--- config.mk ---
export PLATFORM = sky130hd
export DESIGN_NAME = idx_i2c_slave
export DESIGN_NICKNAME = d
export VERILOG_FILES = /design/src/rtl/idx_i2c_slave.sv
export SDC_FILE = /design/constraint.sdc
export NUM_CORES = 1
export LEC_CHECK = 0
export ABC_AREA = 1
export CAP_MARGIN = 20
export CORE_UTILIZATION = 62
export CTS_CLUSTER_SIZE = 16
export DETAILED_ROUTE_END_ITERATION = 6
export PLACE_DENSITY_LB_ADDON = 0.2
export SLEW_MARGIN = 20
export SYNTH_ARGS = -nofsm -noshare
export SYNTH_HDL_FRONTEND = slang
export SYNTH_SLANG_ARGS = --single-unit
--- constraint.sdc ---
create_clock -name clk -period 2.7 [get_ports clk]
set_clock_uncertainty 0.1 [all_clocks]
set_input_delay 0.54 -clock clk [delete_from_list [all_inputs] [get_ports clk]]
set_output_delay 0.54 -clock clk [all_outputs]
set_load 0.01 [all_outputs]
--- src/rtl/idx_i2c_slave.sv ---
module idx_i2c_slave #(
  parameter logic [6:0] DEV_ADDR  = 7'h2A,
  parameter int         MEM_WORDS = 16,
  parameter int         NUM_EVT   = 4
) (
  input  logic               clk,
  input  logic               rst_n,
  input  logic               scl_i,
  input  logic               sda_i,
  output logic               sda_oe,
  input  logic [NUM_EVT-1:0] evt_i,
  output logic               int_n,
  output logic [7:0]         ctrl_o
);
  localparam int PW = $clog2(MEM_WORDS);

  typedef enum logic [2:0] {S_IDLE, S_RX, S_ACK, S_TX, S_MACK, S_LOAD} st_t;

  logic [2:0] scl_sy, sda_sy;
  st_t        st;
  logic [1:0] kind_q;
  logic       rw_q;
  logic [3:0] bit_q;
  logic [7:0] sh_q, tx_q, idx_q, ctrl_q, rd_data;
  logic [NUM_EVT-1:0] flag_q, en_q, clr;
  logic [PW-1:0] ptr_q;
  logic [7:0] mem_q [MEM_WORDS];

  wire scl_rise  = scl_sy[1] & ~scl_sy[2];
  wire scl_fall  = ~scl_sy[1] & scl_sy[2];
  wire start_det = scl_sy[1] & scl_sy[2] & sda_sy[2] & ~sda_sy[1];
  wire stop_det  = scl_sy[1] & scl_sy[2] & ~sda_sy[2] & sda_sy[1];
  wire byte_done = (st == S_RX) && scl_fall && (bit_q == 4'd8);
  wire wr_stb    = byte_done && (kind_q == 2'd2);
  wire rd_stb    = scl_fall && (((st == S_ACK) && rw_q) || (st == S_LOAD));
  wire win_step  = (wr_stb || rd_stb) && (idx_q == 8'h04);

  assign sda_oe = (st == S_ACK) || ((st == S_TX) && !tx_q[7]);
  assign int_n  = ~|(flag_q & en_q);
  assign ctrl_o = ctrl_q;
  assign clr    = (wr_stb && idx_q == 8'h00) ? sh_q[NUM_EVT-1:0] : '0;

  always_comb begin
    case (idx_q)
      8'h00:   rd_data = 8'(flag_q);
      8'h01:   rd_data = 8'(en_q);
      8'h02:   rd_data = ctrl_q;
      8'h03:   rd_data = 8'(ptr_q);
      8'h04:   rd_data = mem_q[ptr_q];
      default: rd_data = 8'h00;
    endcase
  end

  always_ff @(posedge clk or negedge rst_n) begin
    if (!rst_n) begin
      scl_sy <= 3'b111;
      sda_sy <= 3'b111;
    end else begin
      scl_sy <= {scl_sy[1:0], scl_i};
      sda_sy <= {sda_sy[1:0], sda_i};
    end
  end

  always_ff @(posedge clk or negedge rst_n) begin
    if (!rst_n) begin
      st <= S_IDLE; kind_q <= '0; rw_q <= 1'b0; bit_q <= '0;
      sh_q <= '0; tx_q <= 8'hFF; idx_q <= '0;
    end else if (start_det) begin
      st <= S_RX; bit_q <= '0; kind_q <= '0;
    end else if (stop_det) begin
      st <= S_IDLE;
    end else begin
      case (st)
        S_IDLE: ;
        S_RX:
          if (scl_rise && bit_q != 4'd8) begin
            sh_q  <= {sh_q[6:0], sda_sy[1]};
            bit_q <= bit_q + 4'd1;
          end else if (byte_done) begin
            if (kind_q == 2'd0) begin
              if (sh_q[7:1] == DEV_ADDR) begin
                rw_q <= sh_q[0];
                st   <= S_ACK;
              end else st <= S_IDLE;
            end else begin
              st <= S_ACK;
              if (kind_q == 2'd1) idx_q <= sh_q;
            end
          end
        S_ACK:
          if (scl_fall) begin
            bit_q <= '0;
            if (rw_q) begin
              tx_q <= rd_data;
              st   <= S_TX;
            end else begin
              st <= S_RX;
              if (kind_q != 2'd2) kind_q <= kind_q + 2'd1;
            end
          end
        S_TX:
          if (scl_fall) begin
            tx_q  <= {tx_q[6:0], 1'b1};
            bit_q <= bit_q + 4'd1;
            if (bit_q == 4'd7) st <= S_MACK;
          end
        S_MACK:
          if (scl_rise) st <= sda_sy[1] ? S_IDLE : S_LOAD;
        S_LOAD:
          if (scl_fall) begin
            tx_q  <= rd_data;
            bit_q <= '0;
            st    <= S_TX;
          end
        default: st <= S_IDLE;
      endcase
    end
  end

  always_ff @(posedge clk or negedge rst_n) begin
    if (!rst_n) begin
      flag_q <= '0; en_q <= '0; ctrl_q <= '0; ptr_q <= '0;
    end else begin
      flag_q <= (flag_q & ~clr) | evt_i;
      if (wr_stb && idx_q == 8'h01) en_q   <= sh_q[NUM_EVT-1:0];
      if (wr_stb && idx_q == 8'h02) ctrl_q <= sh_q;
      if (wr_stb && idx_q == 8'h03) ptr_q  <= sh_q[PW-1:0];
      else if (win_step)            ptr_q  <= ptr_q + 1'b1;
    end
  end

  always_ff @(posedge clk) begin
    if (wr_stb && idx_q == 8'h04) mem_q[ptr_q] <= sh_q;
  end
endmodule


==> Yosys cells after proc, flatten, opt, wreduce, memory -nomap -nowiden <==
Memories as Yosys holds them, arrays and structs flattened.
Cells that the tools add are included.
{ "op_classes": {"n_eq_ne": 33, "mux": 37, "reduce_logical": 36, "bitwise": 19, "addsub": 3} }
{ "ops": {"columns": ["operator", "count"], "rows": [
  ["$pmux 8 s5", 1],
  ["$mux 3", 11],
  ["$mux 4", 8],
  ["$mux 8", 4],
  ["$ne 4x4->1 const B", 7],
  ["$pmux 8 s3", 1],
  ["$reduce_and 7->1", 3],
  ["$pmux 3 s6", 1],
  ["$eq 8x2->1 const B", 2],
  ["$mux 2", 8],
  ["$logic_and 1x1->1", 13],
  ["$ne 2x2->1 const B", 6],
  ["$pmux 4 s3", 1],
  ["$reduce_and 5->1", 2],
  ["$add 4x1->4 const B", 2],
  ["$and 4x4->4", 2],
  ["$eq 8x1->1 const B", 1],
  ["$eq 8x3->1 const B", 1],
  ["$logic_not 8->1", 1],
  ["$not 1->1", 8],
  ["$reduce_and 8->1", 1],
  ["$reduce_bool 2->1", 4],
  ["$and 1x1->1", 7],
  ["$eq 7x6->1 const B", 1],
  ["other kinds (25)", 32]
]} }
{ "totals": {"wordCells": 142, "input_bits": 8, "memories": 1, "ram_bits": 128, "ff_bits": 60} }
{ "mem_list": {"columns": ["name", "depth", "word_bits", "read_ports", "rd_clocked_by_memory_dff", "write_ports", "line_no", "source"], "rows": [
  ["mem_q", 16, 8, 1, 0, 1, "27", "logic [7:0] mem_q [MEM_WORDS];"]
]} }

==> Longest topological paths before layout <==
{ "depth": {"word_depth": 10, "depth_mapped": 13} }

==> Worst setup path before layout <==
Ideal clock, no wire load.
{ "synth_path": {"path_kind": "register to register", "from": "register bit_q[0]", "to": "memory mem_q[12][0], enable pin", "slack_ns": 0.404, "path_stages_with_launch": 11, "arrival_time_ns": 1.826, "path_buffers": 0, "cell_sequence": "dfrtp_1 -> inv_1 -> ha_1 -> nand2_1 -> nor2_1 -> nand3_2 -> nor2_4 -> inv_2 -> nor3_4 -> nand2_2 -> nor2_1"} }
{ "synth_between": {"elab_chain_len": 6} }
{ "synth_lines": {"columns": ["item", "line_no", "source"], "rows": [
  ["start: declaration", "23", "logic [3:0] bit_q;"],
  ["start signal: assignment", "78", "bit_q <= bit_q + 4'd1;"],
  ["start signal: assignment", "104", "bit_q <= bit_q + 4'd1;"],
  ["$eq 4x4->1", "33", "wire byte_done = (st == S_RX) && scl_fall && (bit_q == 4'd8);"],
  ["$logic_and 1x1->1", "33", null],
  ["$logic_and 1x1->1", "34", "wire wr_stb = byte_done && (kind_q == 2'd2);"],
  ["$logic_and 1x1->1", "133", "if (wr_stb && idx_q == 8'h04) mem_q[ptr_q] <= sh_q;"],
  ["$mux 1", "133", null],
  ["$mux 1 (implied by the code)", "133", null],
  ["end: declaration", "27", null]
]} }
No other way between the ends.

==> Worst setup path after layout <==
{ "layout_path": {"from": "register st[2]", "to": "output port sda_oe"} }
{ "layout_between": {"elab_chain_len": 3, "word_cells_on_any_way": 4, "classes_between": "2 x eq/ne; 2 x reduce/logical"} }
{ "layout_lines": {"columns": ["item", "line_no", "source"], "rows": [
  ["start: declaration", "20", "st_t st;"],
  ["start signal: assignment", "108", "if (scl_rise) st <= sda_sy[1] ? S_IDLE : S_LOAD;"],
  ["$eq 3x2->1", "38", "assign sda_oe = (st == S_ACK) || ((st == S_TX) && !tx_q[7]);"],
  ["$logic_and 1x1->1", "38", null],
  ["$logic_or 1x1->1 *", "38", null],
  ["end: declaration", "10", "output logic sda_oe,"]
]} }
Mark *: on every way between the ends. The rest lies on a longest branch, timed or not.

==> flow_summary.json <==
{
  "syn_inst": 939,
  "grt_max_degree": 70,
  "ys_ff_latch": 188,
  "relSlewSlack_pct": 52.8,
  "wl_per_cell_um": 16.6,
  "placedInstanceArea_mm2": 0.00919,
  "drc": 0,
  "p_leak_uw": 0.00440,
  "synth_flop_cell": "edfxtp_1",
  "clk_path_buf_depth": 2,
  "cts.clk_slew.worst_paths_ps": 60,
  "hold_ws_ps": 259,
  "dr.pass1.iters": 5,
  "critPathKind": "register to primary output",
  "syn_nets": 956,
  "place_hpwl_mm": 12.6,
  "final_nets": 996,
  "die_h_um": 120,
  "period_share_pct": 95.4,
  "crit-reg2reg-launch": "bit_q[0]",
  "hold_class": "register to register",
  "cts.sinks": 188,
  "routed_via_density": 5.36,
  "drt_iter0_markers": 618,
  "gp_congestion": 0.887,
  "netlist_area_mm2": 0.00869,
  "syn_area_per_cell_um2": 9.26,
  "tritoncts": "yes",
  "place_ws_ps": 243,
  "max_cap_viol_count": 0,
  "h-tree-depth": 4,
  "reg2reg_slack_ps": 220,
  "io_buffer_count": 17,
  "syn_to_final_growth_pct": 12.0,
  "end_kind": "primary output",
  "antenna_found_initial": 0,
  "die_w_um": 120,
  "drt-total-wl_mm": 19.3,
  "routed-via-count": 6258,
  "final.min_clock_period_ps": 2580,
  "grt.overflow.total": 0,
  "final_cell_mix": "286 x nand2_1, 147 x inv_1, 128 x edfxtp_1, 76 x nand3_1, 69 x nor2_1",
  "std_cell_rows": 42,
  "yosys.cell_types.count": 37,
  "track_usage_pct": 29.1,
  "powerDensity_mw_per_mm2": 728,
  "grt_pass1_wl_mm": 30.8,
  "worst_slew_pin_slew_ps": 708,
  "hp-start": "scl_sy[0]",
  "cp-start-kind": "register",
  "r2r_cells": 11,
  "drive_above_1_share_pct": 10.3,
  "fmax_mhz": 388,
  "path_delay_family": "buffers and inverters",
  "slew_violations": 0,
  "hold_path_end": "scl_sy[1]",
  "layout_setup_ws_ps": 125,
  "io_pins": 18,
  "path_common_cell": "inv_2",
  "dieArea_mm2": 0.0145,
  "synth_edf_count": 128,
  "cpMaxStageDelayCell": "clkdlybuf4s50_1",
  "r2r_end": "mem_q[14][5]",
  "setup_viol": 0,
  "min_path_cells": 0,
  "grt_pass1_vias": 6027,
  "core_mm2": 0.0135,
  "status": "finished clean",
  "cp.required_ps": 2060,
  "critPathMaxFanout": 9,
  "critPathArrivalTime_ps": 1940,
  "root_buffer": "clkbuf_16",
  "drtAntennaViolNets": 0,
  "layout_commonest_cell": "nand2_1",
  "clk-insertion-delay-late_ps": 430,
  "start_util_pct": 64.6,
  "yosysSeqAreaShare_pct": 61.7,
  "diodes": 0,
  "synthArstFlopShare_pct": 31.9,
  "max_stage_delay_ps": 560,
  "grt_setup_unrepaired": "false",
  "cts-buffers-inserted": 17,
  "path_cells": "inv_2 -> nand2_1 -> nor2_2 -> inv_2 -> o21ai_0 -> clkdlybuf4s50_1",
  "cp_num_buf_inv": 3,
  "hold_viol_final": 0,
  "yosys_warnings": 0,
  "postLayoutCellArea_mm2": 0.00974,
  "tns_ps": 0,
  "ir_drop_v": 0.000608
}
==> what timing repair did <==
action,CTS,global route
endpoints found under the setup margin,0,1
hold endpoints to repair,11,0
gates resized for setup,0,1
buffers inserted,0,0
hold buffers,1,0
==> metal layers <==
layer	vias to the layer above	global-route usage [%]	part of all wire [%]
li1	3073	-	-
met1	2862	38.8	43
met2	273	46.4	46
met3	50	5.52	7.3
met4	0	13.5	3.2
met5	-	0	0
==> worst max-delay path by stage <==
stage | from | cells after the start | endpoint
CTS | st[2] | 6 | sda_oe
detailed placement | bit_q[0] | 11 | mem_q[14][3]
global placement | bit_q[0] | 11 | mem_q[14][5]
global route | bit_q[0] | 11 | mem_q[14][5]
finish | st[2] | 6 | sda_oe
floorplan | bit_q[0] | 10 | mem_q[12][0]
==> flip-flops by register name, summed over array words and instances (netlist names) <==
| signal | count |
|---|---|
| kind_q | 2 |
| tx_q | 8 |
| ctrl_o | 8 |
| mem_q | 128 |
| scl_sy | 3 |
| ptr_q | 4 |
| idx_q | 8 |
| rw_q | 1 |
| en_q | 4 |
| st | 3 |
| flag_q | 4 |
| bit_q | 4 |
| sda_sy | 3 |
| sh_q | 8 |
==> synthesized netlist by cell type, types with 2 or more instances <==
cell type | instances | area share (%)
a21oi_1 | 22 | 1.3
buf_2 | 16 | 0.92
buf_6 | 4 | 0.52
clkbuf_1 | 6 | 0.26
dfrtp_1 | 46 | 13
dfstp_2 | 14 | 4.2
edfxtp_1 | 128 | 44
ha_1 | 9 | 1.3
inv_1 | 148 | 6.4
inv_2 | 6 | 0.26
nand2_1 | 286 | 12
nand2_2 | 9 | 0.65
nand3_1 | 76 | 4.4
nand3_2 | 3 | 0.35
nand4_1 | 2 | 0.14
nor2_1 | 70 | 3.0
nor2_4 | 2 | 0.26
nor3_1 | 7 | 0.40
nor3_4 | 2 | 0.37
o21ai_0 | 50 | 2.9
o21ai_1 | 11 | 0.63
o21bai_1 | 2 | 0.17
o22ai_1 | 4 | 0.29
xor2_1 | 3 | 0.30
==> layout make-up <==
cell class / count / area (um2)
Multi-Input combinational cell: 568 / 2590
Tap cell: 176 / 220
Timing Repair Buffer: 50 / 453
Clock buffer: 20 / 437
Fill cell: 1017 / 3710
Clock inverter: 11 / 96.3
Sequential cell: 188 / 5360
Inverter: 154 / 578
==> cells by family (layout without fill, tap and decap cells) <==
family / Yosys count / in the layout / share of synthesized area [%]
buffers and inverters: 183 / 235 / 8.54
and+or+nand+nor: 462 / 462 / 22.5
adders and majority gates: 9 / 9 / 1.30
AOI/OAI and AO/OA: 94 / 94 / 5.69
DFF: 188 / 188 / 61.7
xor gates and xnor gates: 3 / 3 / 0.302
==> where the power goes <==
group | switching [uW] | internal (uW)
clock network | 1020 | 1260
logic | 815 | 297
registers | 162 | 3540
total | 1990 | 5100
==> worst reg2reg max path, cell delays in order (launching register included) <==
cell	delay, ps
dfrtp_1	390
inv_1	90
ha_1	150
nand2_1	50
nor2_1	210
nand3_2	160
nor2_4	160
inv_2	90
nor3_4	240
nand2_2	210
nor2_1	150
buf_4	180
==> stage by stage <==
stage | std cells | total power [uW] | util [%]
after floorplan | 939 | 4320 | -
after CTS | 1167 | 7100 | 72.4
final | 1167 | 7090 | 72.4
after global routing | 1167 | 7330 | 72.4
after detailed placement | 1135 | 4860 | 68.3
after global placement | 1135 | 4840 | 68.3
No activity file was read; power rests on OpenSTA's default activity.
